`src/rtl/dbr_pkg.sv`:
```
package dbr_pkg;
  localparam int unsigned NUM_REGS_DEF    = 8;
  localparam int unsigned DATA_W_DEF      = 32;
  localparam int unsigned SYNC_STAGES_DEF = 2;
endpackage

```
`src/rtl/dbr_strobe_sync.sv`:
```
module dbr_strobe_sync #(
  parameter int unsigned SYNC_STAGES = dbr_pkg::SYNC_STAGES_DEF
) (
  input  logic clk_i,
  input  logic rst_ni,
  input  logic strobe_i,
  output logic det_o,
  output logic xfer_o
);
  logic [SYNC_STAGES-1:0] sync_q;
  logic                   prev_q;
  logic                   xfer_q;

  always_ff @(posedge clk_i or negedge rst_ni) begin
    if (!rst_ni) begin
      sync_q <= '0;
      prev_q <= 1'b0;
      xfer_q <= 1'b0;
    end else begin
      sync_q <= {sync_q[SYNC_STAGES-2:0], strobe_i};
      prev_q <= sync_q[SYNC_STAGES-1];
      xfer_q <= det_o;
    end
  end

  // rising edge of synchronized strobe; transfer commits on the next edge
  assign det_o  = sync_q[SYNC_STAGES-1] & ~prev_q;
  assign xfer_o = xfer_q;

  a_r4_single_detect: assert property (@(posedge clk_i) disable iff (!rst_ni)
    det_o |=> !det_o);
  a_r9_pulse_follows: assert property (@(posedge clk_i) disable iff (!rst_ni)
    det_o |=> xfer_o);
  a_r9_pulse_single: assert property (@(posedge clk_i) disable iff (!rst_ni)
    xfer_o |=> !xfer_o);
endmodule

```
`src/rtl/dbr_buffer_bank.sv`:
```
module dbr_buffer_bank #(
  parameter int unsigned NUM_REGS = dbr_pkg::NUM_REGS_DEF,
  parameter int unsigned DATA_W   = dbr_pkg::DATA_W_DEF,
  localparam int unsigned ADDR_W  = (NUM_REGS > 1) ? $clog2(NUM_REGS) : 1
) (
  input  logic                       clk_i,
  input  logic                       rst_ni,
  input  logic                       we_i,
  input  logic [ADDR_W-1:0]          addr_i,
  input  logic [DATA_W-1:0]          wdata_i,
  output logic [NUM_REGS*DATA_W-1:0] buf_o
);
  for (genvar k = 0; k < NUM_REGS; k++) begin : g_buf
    logic [DATA_W-1:0] buf_q;
    logic              sel;
    assign sel = we_i && (addr_i == ADDR_W'(k));

    always_ff @(posedge clk_i or negedge rst_ni) begin
      if (!rst_ni)  buf_q <= '0;
      else if (sel) buf_q <= wdata_i;
    end
    assign buf_o[k*DATA_W +: DATA_W] = buf_q;

    a_r2_write_lands: assert property (@(posedge clk_i) disable iff (!rst_ni)
      (we_i && addr_i == ADDR_W'(k)) |=> buf_o[k*DATA_W +: DATA_W] == $past(wdata_i));
    a_r7_no_write_hold: assert property (@(posedge clk_i) disable iff (!rst_ni)
      !we_i |=> $stable(buf_o[k*DATA_W +: DATA_W]));
  end
endmodule

```
`src/rtl/dbr_active_bank.sv`:
```
module dbr_active_bank #(
  parameter int unsigned NUM_REGS = dbr_pkg::NUM_REGS_DEF,
  parameter int unsigned DATA_W   = dbr_pkg::DATA_W_DEF
) (
  input  logic                       clk_i,
  input  logic                       rst_ni,
  input  logic                       load_i,
  input  logic [NUM_REGS*DATA_W-1:0] buf_i,
  output logic [NUM_REGS*DATA_W-1:0] active_o
);
  for (genvar k = 0; k < NUM_REGS; k++) begin : g_act
    logic [DATA_W-1:0] act_q;
    always_ff @(posedge clk_i or negedge rst_ni) begin
      if (!rst_ni)     act_q <= '0;
      else if (load_i) act_q <= buf_i[k*DATA_W +: DATA_W];
    end
    assign active_o[k*DATA_W +: DATA_W] = act_q;
  end

  a_r2_active_hold: assert property (@(posedge clk_i) disable iff (!rst_ni)
    !load_i |=> $stable(active_o));
  a_r5_bulk_copy: assert property (@(posedge clk_i) disable iff (!rst_ni)
    load_i |=> active_o == $past(buf_i));
endmodule

```
`src/rtl/dbr_update_ctrl.sv`:
```
module dbr_update_ctrl #(
  parameter int unsigned NUM_REGS    = dbr_pkg::NUM_REGS_DEF,
  parameter int unsigned DATA_W      = dbr_pkg::DATA_W_DEF,
  parameter int unsigned SYNC_STAGES = dbr_pkg::SYNC_STAGES_DEF,
  localparam int unsigned ADDR_W     = (NUM_REGS > 1) ? $clog2(NUM_REGS) : 1
) (
  input  logic                       clk_i,
  input  logic                       rst_ni,
  input  logic                       we_i,
  input  logic [ADDR_W-1:0]          addr_i,
  input  logic [DATA_W-1:0]          wdata_i,
  input  logic                       upd_i,
  output logic [NUM_REGS*DATA_W-1:0] active_o,
  output logic                       xfer_o
);
  logic                       det;
  logic [NUM_REGS*DATA_W-1:0] buf_flat;

  dbr_strobe_sync #(.SYNC_STAGES(SYNC_STAGES)) u_sync (
    .clk_i   (clk_i),
    .rst_ni  (rst_ni),
    .strobe_i(upd_i),
    .det_o   (det),
    .xfer_o  (xfer_o)
  );

  dbr_buffer_bank #(.NUM_REGS(NUM_REGS), .DATA_W(DATA_W)) u_buf (
    .clk_i  (clk_i),
    .rst_ni (rst_ni),
    .we_i   (we_i),
    .addr_i (addr_i),
    .wdata_i(wdata_i),
    .buf_o  (buf_flat)
  );

  dbr_active_bank #(.NUM_REGS(NUM_REGS), .DATA_W(DATA_W)) u_act (
    .clk_i   (clk_i),
    .rst_ni  (rst_ni),
    .load_i  (det),
    .buf_i   (buf_flat),
    .active_o(active_o)
  );

  a_r1_reset_idle: assert property (@(posedge clk_i) !rst_ni |-> (!xfer_o && active_o == '0));
  a_r3_change_with_pulse: assert property (@(posedge clk_i) disable iff (!rst_ni)
    !$stable(active_o) |-> xfer_o);
endmodule

```
`config.mk`:
```
export PLATFORM = sky130hd
export DESIGN_NAME = dbr_update_ctrl
export DESIGN_NICKNAME = d
export VERILOG_FILES = /design/src/rtl/dbr_pkg.sv /design/src/rtl/dbr_strobe_sync.sv /design/src/rtl/dbr_buffer_bank.sv /design/src/rtl/dbr_active_bank.sv /design/src/rtl/dbr_update_ctrl.sv
export SDC_FILE = /design/constraint.sdc
export NUM_CORES = 1
export LEC_CHECK = 0
export ABC_CLOCK_PERIOD_IN_PS = 1660
export BUFFER_PORTS_ARGS = -buffer_cell sky130_fd_sc_hd__buf_2
export CAP_MARGIN = 20
export CORE_ASPECT_RATIO = 1.2
export CORE_MARGIN = 5
export CORE_UTILIZATION = 25
export CTS_CLUSTER_SIZE = 14
export DETAILED_ROUTE_END_ITERATION = 10
export PLACE_DENSITY = 0.55
export RECOVER_POWER = 100
export SYNTH_ARGS = -nofsm -noshare
export SYNTH_HDL_FRONTEND = slang
export SYNTH_SLANG_ARGS = --single-unit
```
`constraint.sdc`:
```
create_clock -name clk_i -period 1.66 [get_ports clk_i]
set_clock_uncertainty 0.2 [all_clocks]
set_input_delay 0.249 -clock clk_i [delete_from_list [all_inputs] [get_ports clk_i]]
set_output_delay 0.249 -clock clk_i [all_outputs]
set_load 0.02 [all_outputs]
```
==> results of run 1 <==
-- kinds of logic (layout without fill, tap and decap cells) --
logic type / after synthesis / after routing
flops: 516 / 516
mux: 512 / 512
buf+inv: 60 / 521
simple gates: 9 / 9
other cells: 0 / 1
-- state kept, by name (all words and copies together) (netlist names) --
register and flops:
u_act.g_act.act_q 256, u_buf.g_buf.buf_q 256, u_sync.sync_q 2, u_sync.prev_q 1, u_sync.xfer_o 1
-- layout make-up --
| type | count | area share [%] |
|---|---|---|
| multi-input combinational | 521 | 24.3 |
| inverter | 1 | 0.0147 |
| sequential | 516 | 50.5 |
| clock inverter | 12 | 0.494 |
| clock buffer | 86 | 6.62 |
| tap | 1017 | 4.97 |
| timing repair buffer | 422 | 13.1 |
| antenna | 1 | 0.00978 |
-- layer usage --
| metal | vias to the layer above | global-route usage [%] |
|---|---|---|
| li1 | 4758 | - |
| met1 | 5790 | 15.9 |
| met2 | 222 | 21.2 |
| met3 | 63 | 2.77 |
| met4 | 0 | 2.83 |
| met5 | - | 0 |
-- metrics by stage --
| stage | instances | setup TNS (ps) |
|---|---|---|
| floorplan | 1097 | 0 |
| global placement | 2418 | -19470 |
| detailed placement | 2418 | -25400 |
| CTS | 2558 | -11840 |
| global route | 2575 | -14450 |
| finish | 2576 | -1740 |
-- worst min path at each step --
| stage | startpoint | end | slack [ps] | cells past startpoint |
|---|---|---|---|---|
| after floorplan | rst_ni | u_act.g_act[0].act_q[0]$_DFFE_PN0P_ | -250 | 0 |
| after global placement | rst_ni | u_buf.g_buf[6].buf_q[31]$_DFFE_PN0P_ | -60 | 1 |
| after detailed placement | rst_ni | u_buf.g_buf[6].buf_q[31]$_DFFE_PN0P_ | -60 | 1 |
| after CTS | rst_ni | u_act.g_act[4].act_q[1]$_DFFE_PN0P_ | -70 | 2 |
| after global routing | upd_i | u_sync.sync_q[0]$_DFF_PN0_ | 100 | 2 |
| final | upd_i | u_sync.sync_q[0]$_DFF_PN0_ | 130 | 2 |
-- worst register-to-register path, stage by stage (launching register included) --
cell and delay [ps]:
sky130_fd_sc_hd__dfrtp_1 400, sky130_fd_sc_hd__nand2b_4 90, sky130_fd_sc_hd__buf_12 150, sky130_fd_sc_hd__buf_16 200
sky130_fd_sc_hd__clkbuf_16 230, sky130_fd_sc_hd__mux2_2 340
-- Yosys cell counts --
cell / n / share of area, %
sky130_fd_sc_hd__dfrtp_1: 516 / 67
sky130_fd_sc_hd__mux2_2: 494 / 29
sky130_fd_sc_hd__buf_2: 45 / 1.2
sky130_fd_sc_hd__buf_6: 13 / 0.76
sky130_fd_sc_hd__mux2_4: 10 / 0.78
sky130_fd_sc_hd__mux2_1: 8 / 0.47
sky130_fd_sc_hd__nand4b_1: 3 / 0.14
sky130_fd_sc_hd__and4bb_1: 1 / 0.065
sky130_fd_sc_hd__and4bb_2: 1 / 0.065
sky130_fd_sc_hd__buf_4: 1 / 0.039
sky130_fd_sc_hd__clkinv_1: 1 / 0.020
sky130_fd_sc_hd__nand2b_1: 1 / 0.033
sky130_fd_sc_hd__nand4_1: 1 / 0.033
sky130_fd_sc_hd__nor4b_4: 1 / 0.12
sky130_fd_sc_hd__nor4bb_1: 1 / 0.052
-- power breakdown --
group	internal [mW]	total (mW)	switching, mW
combinational	5.01	10.1	5.11
clock	7.28	12.3	5.01
sequential	15.9	18.0	2.05
total	28.2	40.4	12.2
-- what timing repair did --
item                       CTS  global route
pin swaps                    0             0
setup endpoints to repair  211           263
cloned                       2            12
setup buffers                6             5
resized for setup           75           145
hold endpoints to repair   773            14
==> summary.md, run 1 <==
The number of vias in the routed layout was 10800. Initial antenna violation count: 1. During placement, the flow inserted port buffers numbering 295. The register area was 12900 um^2; the ratio of routed vias to standard cells was 4.21. The tools report the clock root buffer master as sky130_fd_sc_hd__clkbuf_16. Summed over all nets, wire length on met2 after detailed routing comes to 26.8 mm. The synthesized netlist devotes 0% of its cell area to XOR and XNOR gates.

TritonCTS built the clock tree. The critical path runs through a total of 5 cells. Setup violations remaining at the end of the flow were counted as 118. The run gives 0 as the final hold violation count. The checks that failed: negative setup slack.

The adder-cell share of the synthesized area came out at 0%. The initial DRC count was 513; the multiplexer fraction of the synthesized cell area was 30.2%. In this run, distinct cell masters in the synthesized netlist total 15. The fraction of the core area covered by cells at the end of the flow was 33.6%; the multi-input gate area in the final layout was 6230 um^2. The H-tree was split into 2 levels.

Number of buffer and inverter instances along the worst setup path: 3. The run gives -60 ps as the worst-case register-to-register setup slack. The logs give 2.39 mm for the met3 wire length and 78.6 mm for the wire length of the first global-routing pass.

The detailed-route wire length per cell came out at 20.9 um. The synthesized netlist devotes 0.508% of its cell area to simple gates. For this block, wires on met1 add up to 23.7 mm.

The library cells used most frequently in the layout, excluding fill and tap cells, are sky130_fd_sc_hd__dfrtp_1, sky130_fd_sc_hd__mux2_2, sky130_fd_sc_hd__buf_2. The completed layout was analyzed and its total power is 40.4 mW. The endpoint of the most critical setup path is u_act.g_act[5].act_q[7]$_DFFE_PN0P_. The slowest stage of the critical path belongs to the cell sky130_fd_sc_hd__dfrtp_1. The mean post-synth cell area was 17.5 um^2.

The tools report the endpoint arrival time on the critical path as 1980 ps. Tracing the worst setup path back leads to its startpoint at u_sync.sync_q[1]$_DFF_PN0_. Signal routing reaches up to met4.

For the setup slack after placement, the log shows -181 ps. The critical path in this run is classified as reg -> reg. Summed over all cells, the static leakage comes to 11.9 nW. The run gives 1097 as the cell count after synthesis. The area growth from synthesis to layout is 33.3%. STA classifies the critical path endpoint as a flip-flop. On the worst path, the slowest cell contributes a delay of 400 ps.

Once the floorplan was initialized, standard cells occupied 25.2% of the core. Grouping stages by cell kind, the critical path spends the most delay in buffers and inverters. The complex-gate fraction of the synthesized area works out to 0%.

Of the synthesized area, sequential elements account for 67.3%. The tightest hold path in the finished design has a slack of 129 ps. The tools report the smallest setup slack after layout as -56.7 ps. The time the final worst path needs with I/O delays and setup came out at 1720 ps. The insertion delay of the later-clocked pin in the worst-skew pair is 570 ps, and the worst reg2reg path depth is 5. Of the available clock period, the critical path in the final layout requires 103%. The worst max-slew margin expressed relative to the limit was 38.9%; the TritonCTS sink count was 516. The max-cap check violation count is 0.

For the detailed placer's ending HPWL, the log shows 34.2 mm. The library cell used most frequently in the layout, excluding fill and tap cells, is sky130_fd_sc_hd__dfrtp_1. The run gives 12.3% as the overall routing resource usage. After synthesis, the largest family of logic cells by area is multiplexers.

During synthesis, Yosys emitted a total of 0 warnings. The run gives 0 as the number of pins with negative max-slew slack in the final report. The total cell area at the placement stage came out at 22500 um^2.

The fraction of final layout cells with drive strength greater than 1 is 62.4%. The filler cells instantiated in the layout total 7408. The floorplan step set the die height to 314 um. The longest clock path from root to sink contains 3 buffers. The first-pass iteration count of the detailed router is 4, and the die width is 263 um. In this run the worst hold path is classified as in -> reg.

Die outline area: 82400 um^2. Synthesis produced a netlist with a net count of 1136. Once detail routing completed, the nets flagged for antenna violations numbered 0. The number of global-route vias before repair came out at 11900. The clock edge transition at the registers on the reported setup and hold paths works out to 60 ps. In this run the core area contains 111 standard-cell rows.

The post-synthesis sequential element count was 516. Largest vdd supply drop: 0.761 mV. Data on the critical path is required at its endpoint by 1920 ps. STA classifies the critical path startpoint as a flip-flop. At the pin with the least slew margin, the transition time is 916 ps.

The run finished, with violations left. Walking the worst path, the cells encountered are nand2b_4 > buf_12 > buf_16 > clkbuf_16 > mux2_2. The timing-limited maximum frequency came out at 0.583 GHz. For this design, the CTS-stage hold fixing added 34 buffers.

In this run the standard cell core region covers 76200 um^2. In this run the worst path has a maximum fanout of 13. The tools report the number of I/O pins as 296. Residual overflow from global routing: 0. Final layout net count: 1556.

Summed over all layers, the routed wires come to 53.8 mm. The power per unit of standard cell area was 1580 nW/um^2; the maximum number of pins on one net before global-route repair was 67. Setup repair after global routing could not meet its margin everywhere. Post-route cell area: 25600 um^2.

The congestion estimate from routability-driven global placement came to 0.732. The worst register-to-register path ends at u_act.g_act[5].act_q[7]$_DFFE_PN0P_. The mapped netlist covers 19200 um^2.

The launch instance of the worst register-to-register path is u_sync.sync_q[1]$_DFF_PN0_. The number of clock buffers added by TritonCTS is 55. For the number of remaining DRC errors, the log shows 0.
No activity file was read; power rests on OpenSTA's default activity.
==> inputs of run 2 (changes only) <==
--- a/config.mk
+++ b/config.mk
@@ -17,4 +17,5 @@
 export RECOVER_POWER = 100
 export SYNTH_ARGS = -nofsm -noshare
 export SYNTH_HDL_FRONTEND = slang
+export SYNTH_HIERARCHICAL = 1
 export SYNTH_SLANG_ARGS = --single-unit
==> run 2 against run 1 <==
Net effect: first-iteration DRC count shrank 20%; global-route usage shrank 0.42 points; final area rose by 4.6%; utilization up 1.4 points; worst setup slack got worse by 15 ps; area after synthesis grew 0.69%; highest routed layer unchanged; maximum frequency down 0.89%; the flow still finishes with violations (negative setup slack); critical endpoint is now u_act/g_act[7].act_q[15]$_DFFE_PN0P_.
==> summary.md, run 2 <==
The flow ran to the end, but the final reports show violations. The checks that failed: negative setup slack. Most frequent cell after synthesis: sky130_fd_sc_hd__dfrtp_1.

Ranked by instance count, the synthesized netlist is headed by sky130_fd_sc_hd__dfrtp_1, sky130_fd_sc_hd__mux2_2, sky130_fd_sc_hd__buf_6. In this run, the number of DRC markers left after iteration 0 of detailed routing was 411. Yosys printed 6 warnings. The die outline area is 83000 um^2, and the insertion delay of the later-clocked pin in the worst-skew pair is 590 ps.

The most instantiated flip-flop cell in the synthesis netlist was sky130_fd_sc_hd__dfrtp_1. The worst reg2reg path depth is 6. Setup repair after global routing could not meet its margin everywhere. 296 I/O pins were placed. In the routed layout, each cell is associated on average with a via count of 4.20. Leaving out fill and tap cells, the most frequent cells in the layout are sky130_fd_sc_hd__dfrtp_1, sky130_fd_sc_hd__mux2_2, sky130_fd_sc_hd__buf_2.

Summing internal, switching and leakage power gives 42.0 mW. Global routing used 20.4% of the available met2 tracks. Die height: 315 um.

Category of the worst setup path launch point: a flip-flop. Summing the areas of all xor and xnor instances in the mapped netlist gives 0% of the synthesized area. The maximum number of pins on one net before global-route repair was 58. Prior to clock tree synthesis, the placed netlist has a worst setup slack of -167 ps. The final hold violation count is 0, and the post-synthesis simple-gate area fraction is 0.531%.

The number of pins with negative max-slew slack in the final report is 0, and the part of the total power dissipated in combinational logic is 27.4%. The setup path with the least slack is of type reg -> reg. For the routed wire length, the log shows 53.0 mm. Final hold analysis gives a worst-case slack of 154 ps. In this run the critical register-to-register path is launched from u_sync/prev_q$_DFF_PN0_. For this design the total switching power over the nets is 12.5 mW. The cell area after technology mapping is 19300 um^2. Headroom to the max-slew limit came out at 44.0%. STA puts the critical path data required time at 1940 ps.

The timing-limited maximum frequency came out at 0.577 GHz. The max-cap check violation count is 0. The count of buffers added on input and output ports is 295.

The number of rows in the core area was 111; the adder-cell share of the synthesized area was 0%. The number of remaining DRC errors is 0, and the layout-stage area growth over the synthesis result is 38.6%. The cell-internal power is 29.6 mW, and the met1 routing resource usage after global routing is 14.9%. Dividing the detail-routed wire length by the instance count gives 20.2 um. The endpoint type of the worst setup path was a flip-flop. The starting density of the core is 25.3%, and the number of vias in the routed layout is 11000.

The library cell used most frequently in the layout, excluding fill and tap cells, is sky130_fd_sc_hd__dfrtp_1. TritonCTS built the clock tree. In the global route stage, met3 resource usage came out at 2.83%. The congestion estimate from routability-driven global placement came to 0.722.

Dividing total power by cell area gives a power density of 1570 nW/um^2. The clock edge transition at the registers on the reported setup and hold paths was 60 ps. The transition time at the pin with the least slew margin was 841 ps; the final layout net count was 1598. The clock network burns 29.3% of the power. The multiplexer fraction of the synthesized cell area came out at 29.8%.

Sequential cells burn 43.3% of the power. Summed over its instances, the top area cell type makes up 66.8% of the synthesized netlist area. Excluding fillers, the count of instances in the completed layout stands at 2617. The fraction of registers with async set/reset came out at 100%. In this run, CTS created clock tree buffers numbering 54. The dominant combinational cell family by area after synthesis is multiplexers. The clock passes through at most 3 buffers. The region available for standard cell placement spans 76500 um^2.

The tightest min-delay check is of the in -> reg type. VDD sags by at most 0.751 mV. The largest registers in the layout are u_act/g_act.act_q: 256 flops, u_buf/g_buf.buf_q: 256 flops, u_sync/sync_q: 2 flops. The highest net fanout along the worst path is 6. The logs give 12 for the number of library cell types mapped by synthesis and 0 for the remaining antenna violation count after routing. Counting instances, the worst hold path has a depth of 2. For this run, the detailed router's first-pass iteration total came to 6. The number of nets handed over by synthesis was 1135. Global routing used 11.9% of the available tracks across all layers. The worst hold path begins at upd_i.

The time the final worst path needs with I/O delays and setup is 1730 ps. The die width is 264 um, and the number of global-route vias before repair is 11900. The endpoint identified for the worst register-to-register timing path is u_act/g_act[7].act_q[15]$_DFFE_PN0P_. Of all cell types, the one taking the most synthesized area is sky130_fd_sc_hd__dfrtp_1.

In this run the most used layer during global routing was met2. Post-synthesis sequential element count: 516. Once detailed placement completed, the half-perimeter wirelength came to 33.5 mm.

The run gives 0 as the residual overflow from global routing. The post-route cell area is 26800 um^2. The mean post-synth cell area came out at 17.6 um^2. Synthesis produced a netlist whose cell count is 1096. The setup check on the worst reg-to-reg path leaves a slack of -70 ps. The analysis attributes to cell leakage a power of 12.3 nW. Sorting the synthesized cells by area gives the leading types as sky130_fd_sc_hd__dfrtp_1, sky130_fd_sc_hd__mux2_2, sky130_fd_sc_hd__buf_6. After detailed placement, the design holds a cell count of 2414. The path with the worst hold slack has its endpoint at u_sync/sync_q[0]$_DFF_PN0_. The tools report the clock root buffer master as sky130_fd_sc_hd__clkbuf_16. The endpoint arrival time on the critical path is 2010 ps, and the number of inserted diodes is 0.

Counting every sink on the clock net gives 516. The synthesized design contains 0 enable-type register cells. The wire length of the first global-routing pass was 76.5 mm; the smallest setup slack after layout was -72.2 ps. The initial antenna violation count came out at 1. The tools report the sequential fraction of the synthesis area as 66.8%. Setup violations remaining at the end of the flow were counted as 206. Of the cells placed in the final design, the portion with a size suffix greater than 1 is 63.3%. The complex-gate fraction of the synthesized area is 0%, and the portion of the clock cycle consumed by the worst path in the final layout is 104%.

After detailed placement, the total cell area comes to 22400 um^2. Net switching is 29.7% of the power. The H-tree was split into 2 levels.
-- run 2: cell count changes in the layout (fill, tap and decap cells not counted), sizes merged, moves of 2 or more --
cell and delta:
buf +31, bufinv +4, clkbuf +3, inv +3, clkinv +2
-- run 2: layer usage --
layer  up-vias  share of wire, %
met5         -                 0
met4         0               2.7
met3        82               4.7
met2       232                50
met1      5846                43
li1       4841                 -
-- run 2: cells by family (layout without fill, tap and decap cells) --
kind of cell | count (synthesis) | in the layout
buffers and inverters | 59 | 563
AND/OR/NAND/NOR | 9 | 9
flip-flops | 516 | 516
multiplexers | 512 | 512
-- run 2: per-stage QoR --
step                utilization, %  TNS, ps
global placement              29.3   -30280
floorplan                        -        0
global route                  35.0   -22650
CTS                           33.6   -11080
finish                        35.0    -7060
detailed placement            29.3   -35160
-- run 2: worst max-delay path by stage --
stage	end	slack, ps	startpoint
floorplan	u_buf/g_buf[0].buf_q[10]$_DFFE_PN0P_	20	addr_i[1]
global placement	u_buf/g_buf[2].buf_q[31]$_DFFE_PN0P_	-130	addr_i[0]
detailed placement	u_buf/g_buf[0].buf_q[14]$_DFFE_PN0P_	-170	addr_i[0]
CTS	active_o[95]	-100	u_act/g_act[2].act_q[31]$_DFFE_PN0P_
global route	u_act/g_act[2].act_q[14]$_DFFE_PN0P_	-130	u_sync/sync_q[1]$_DFF_PN0_
finish	u_act/g_act[7].act_q[15]$_DFFE_PN0P_	-70	u_sync/prev_q$_DFF_PN0_
-- run 2: area by class of cell --
class                      instances  area, um^2
fill                            7308       49700
sequential                       516       12900
multi-input combinational        521        6470
timing repair buffer             466        4320
clock buffer                      76        1520
tap                             1017        1270
clock inverter                    21         280
-- run 2: critical path: stages, from the launching register on --
cell,delay [ps]
sky130_fd_sc_hd__dfrtp_1,390
sky130_fd_sc_hd__nor2b_4,150
sky130_fd_sc_hd__buf_12,130
sky130_fd_sc_hd__buf_16,130
sky130_fd_sc_hd__buf_12,140
sky130_fd_sc_hd__clkbuf_16,160
sky130_fd_sc_hd__mux2_4,300
-- run 2: repair_timing --
item,CTS,global route
gates resized for setup,257,200
endpoints found under the hold margin,773,0
hold buffers,35,0
setup buffers,21,30
endpoints found under the setup margin,352,335
cloned,3,19
-- run 2: power by group through the flow --
| stage | clock network (mW) | registers [mW] | logic [mW] |
|---|---|---|---|
| after global routing | 13.3 | 18.6 | 12.2 |
| after global placement | 0 | 18.1 | 8.89 |
| final | 12.3 | 18.2 | 11.5 |
| after floorplan | 0 | 19.9 | 3.23 |
| after CTS | 12.8 | 18.2 | 10.5 |
| after detailed placement | 0 | 18.2 | 9.07 |
==> inputs of run 3 (changes only) <==
--- a/config.mk
+++ b/config.mk
@@ -5,7 +5,7 @@
 export SDC_FILE = /design/constraint.sdc
 export NUM_CORES = 1
 export LEC_CHECK = 0
-export ABC_CLOCK_PERIOD_IN_PS = 1660
+export ABC_CLOCK_PERIOD_IN_PS = 1900
 export BUFFER_PORTS_ARGS = -buffer_cell sky130_fd_sc_hd__buf_2
 export CAP_MARGIN = 20
 export CORE_ASPECT_RATIO = 1.2
@@ -13,8 +13,9 @@
 export CORE_UTILIZATION = 25
 export CTS_CLUSTER_SIZE = 14
 export DETAILED_ROUTE_END_ITERATION = 10
-export PLACE_DENSITY = 0.55
+export PLACE_DENSITY = 0.54
 export RECOVER_POWER = 100
+export SETUP_SLACK_MARGIN = 0.4
 export SYNTH_ARGS = -nofsm -noshare
 export SYNTH_HDL_FRONTEND = slang
 export SYNTH_HIERARCHICAL = 1
==> constraint.sdc (replaced) <==
create_clock -name clk_i -period 1.9 [get_ports clk_i]
set_clock_uncertainty 0.2 [all_clocks]
set_input_delay 0.285 -clock clk_i [delete_from_list [all_inputs] [get_ports clk_i]]
set_output_delay 0.285 -clock clk_i [all_outputs]
set_load 0.02 [all_outputs]
==> run 3 against run 2 <==
Net effect: the run ends with negative hold slack left; clock power decreased by 17%; final area decreased by 5.3%; clock-buffer cell count increased by 4; die area unchanged; via count increased by 1.7%; non-clock buffer count increased by 47; worst hold slack got worse by 200 ps; critical path type is now in -> reg; critical endpoint is now u_buf/g_buf[3].buf_q[16]$_DFFE_PN0P_; largest power group unchanged; highest routed layer unchanged.
==> summary.md, run 3 (synthesized netlist as in run 2, its figures left out) <==
The flow ran to the end, but the final reports show violations. Counting along the longest clock path gives a buffer depth of 3. From synthesis to final layout, the design area changed by 31.3%. During I/O placement, the number of pins put on the boundary was 296.

The TritonCTS buffer count is 54. Summed over all layers, the routed wires come to 55.4 mm. Traced cell by cell, the critical path runs through clkbuf_1 > clkbuf_1 > nand4b_1 > clkbuf_2 > mux2_2. The critical path is of the in -> reg type. The depth of the CTS H-tree is 2.

Setup violations remaining at the end of the flow were counted as 0. The clock root buffer master was sky130_fd_sc_hd__clkbuf_16. In the final layout, the share of cells above drive strength 1 is 40.5%. The path class of the tightest hold or removal check is in -> async.

The commonest non-fill, non-tap cell in the layout was sky130_fd_sc_hd__dfrtp_1. In this run the static leakage power is 11.1 nW. In this run the horizontal extent of the chip is 264 um. Setup repair after global routing could not meet its margin everywhere.

Final hold violation count: 17. The total cell area at the placement stage is 22700 um^2. The count of hold buffers inserted by post-cts repair was 34; the portion of the clock cycle consumed by the worst path in the final layout was 94.6%. For this run, design rule violations remaining after detail routing come to 0. The endpoint type of the worst setup path was a flip-flop. For this run, global-route usage on met3 was measured as 2.55%.

In this run the worst path has a maximum fanout of 17. The core region is 76500 um^2. The final route contains 11200 vias.

The endpoint arrival time on the critical path was 2060 ps. The met1 routing resource usage after global routing was 15.6%; the overall routing resource usage was 12.2%. The number of buffers inserted by port buffering is 295, and the filler cell count is 7675. Summed over all layers, the global routing overflow is 0. Dividing the detail-routed via count by the number of cells gives 4.20. The tools report the initial antenna violation count as 0. Measured along the y axis, the die boundary spans 315 um. The initialized floorplan defines 111 standard-cell rows.

The tools report the global placement routability congestion as 0.730. The wire length of the first global-routing pass was 78.7 mm; the met2 usage in global routing was 21.4%. The tools report the total power of the final layout as 34.5 mW. The maximum number of pins on one net before global-route repair was 94; the number of pins with negative max-slew slack in the final report was 0.

IR analysis of the VDD net gives a maximum drop of 0.792 mV. The category of the worst setup path launch point was an input port. In the final design database the tool counted 1645 nets. The count of nets left with antenna violations once routing finished came out at 0. The number of global-route vias before repair was 12300.

Once the floorplan was initialized, standard cells occupied 25.3% of the core. Adding up every negative setup slack in the final design gives 0 ps. The post-route cell area was 25400 um^2; the delay of the slowest cell on the worst path was 720 ps. At the worst endpoint, the required time is 2170 ps.

Based on the critical path, the design can be clocked at up to 0.556 GHz. TritonCTS built the clock tree. Excluding fillers, the count of instances in the completed layout stands at 2662.

The largest registers in the layout are u_act/g_act.act_q: 256 flops, u_buf/g_buf.buf_q: 256 flops, u_sync/sync_q: 2 flops. The worst max-slew margin expressed relative to the limit is 12.9%, and the transition time at the pin with the least slew margin is 1310 ps. For the TritonCTS sink count, the log shows 516. The tools report the initial DRC count as 428.

After detailed routing, the average wire length per cell comes to 20.8 um. Among the stages of the critical path, the cell type that occurs most often is sky130_fd_sc_hd__clkbuf_1. For this design the ratio of total power to cell area is 1360 nW/um^2. The clock edge transition at the registers on the reported setup and hold paths is 60 ps, and the detailed placer's ending HPWL is 33.6 mm. The max-cap check violation count is 0, and the worst slack on hold paths is -41.7 ps. The die covers 83000 um^2. The first detailed-routing pass ran for 4 iterations. For the finished layout, the period the worst path requires is 1800 ps.

met2 is the most crowded layer. The post-placement cell count came out at 2408. The cell with the largest stage delay on the worst path is sky130_fd_sc_hd__clkbuf_2. The library cells used most frequently in the layout, excluding fill and tap cells, are sky130_fd_sc_hd__dfrtp_1, sky130_fd_sc_hd__mux2_2, sky130_fd_sc_hd__clkbuf_1. Clock latency on the worst-skew pair, taken at its later pin, is 590 ps.

The checks that failed: negative hold slack.
## run 3: what timing repair did
item                                    in CTS  in global routing
hold endpoints to repair                   773                 17
gates cloned                                 1                 21
buffers inserted                            60                 43
resized for setup                          522                152
endpoints found under the setup margin     507                513
## run 3: report_power, final
part	leakage, nW	internal, mW	switching [mW]
Clock	0.830	5.92	4.29
Combinational	4.08	3.93	4.67
Sequential	6.21	13.9	1.75
## run 3: through the flow
step / util, % / setup WS, ps / hold WS (ps)
final: 33.2 / 103 / -41.7
after global routing: 33.1 / 57.0 / -48.8
after CTS: 35.1 / 149 / -73.3
after detailed placement: 29.7 / -43.0 / -5.65
after global placement: 29.7 / -17.8 / -7.21
after floorplan: - / 248 / -211
## run 3: worst max-delay path: cells and delay by family
kind	cells	cell delay [ps]
mux	1	420
buf+inv	3	1100
simple gates	1	220
## run 3: final cells by class
| type | count | area, um^2 | area share, % |
|---|---|---|---|
| well taps | 1017 | 1270 | 5.02 |
| multi-input cells | 521 | 6070 | 23.9 |
| clock inverters | 14 | 133 | 0.523 |
| repair buffers | 513 | 3410 | 13.5 |
| diodes | 1 | 2.50 | 0.00986 |
| flip-flops and latches | 516 | 12900 | 50.9 |
| clock buffers | 80 | 1560 | 6.15 |
## run 3: path summary, 6_finish.rpt
kind,from,end,slack (ps),cells past startpoint
min in group clk_i,upd_i,u_sync/sync_q[0]$_DFF_PN0_,150,2
hold / removal,rst_ni,u_act/g_act[1].act_q[2]$_DFFE_PN0P_,-40,2
setup reg to reg,u_sync/prev_q$_DFF_PN0_,u_act/g_act[4].act_q[25]$_DFFE_PN0P_,120,5
hold reg to reg,u_sync/sync_q[0]$_DFF_PN0_,u_sync/sync_q[1]$_DFF_PN0_,160,0
setup / recovery,addr_i[2],u_buf/g_buf[3].buf_q[16]$_DFFE_PN0P_,100,5
max in group asynchronous,rst_ni,u_buf/g_buf[1].buf_q[28]$_DFFE_PN0P_,240,4
## run 3: routing by layer
metal  share of wire (%)  wire [um]  vias to the layer above
li1                    -          -                     4931
met1                  43      24100                     5958
met2                  50      27900                      226
met3                 4.1       2290                       69
met4                 2.0       1100                        0
met5                   0          0                        -
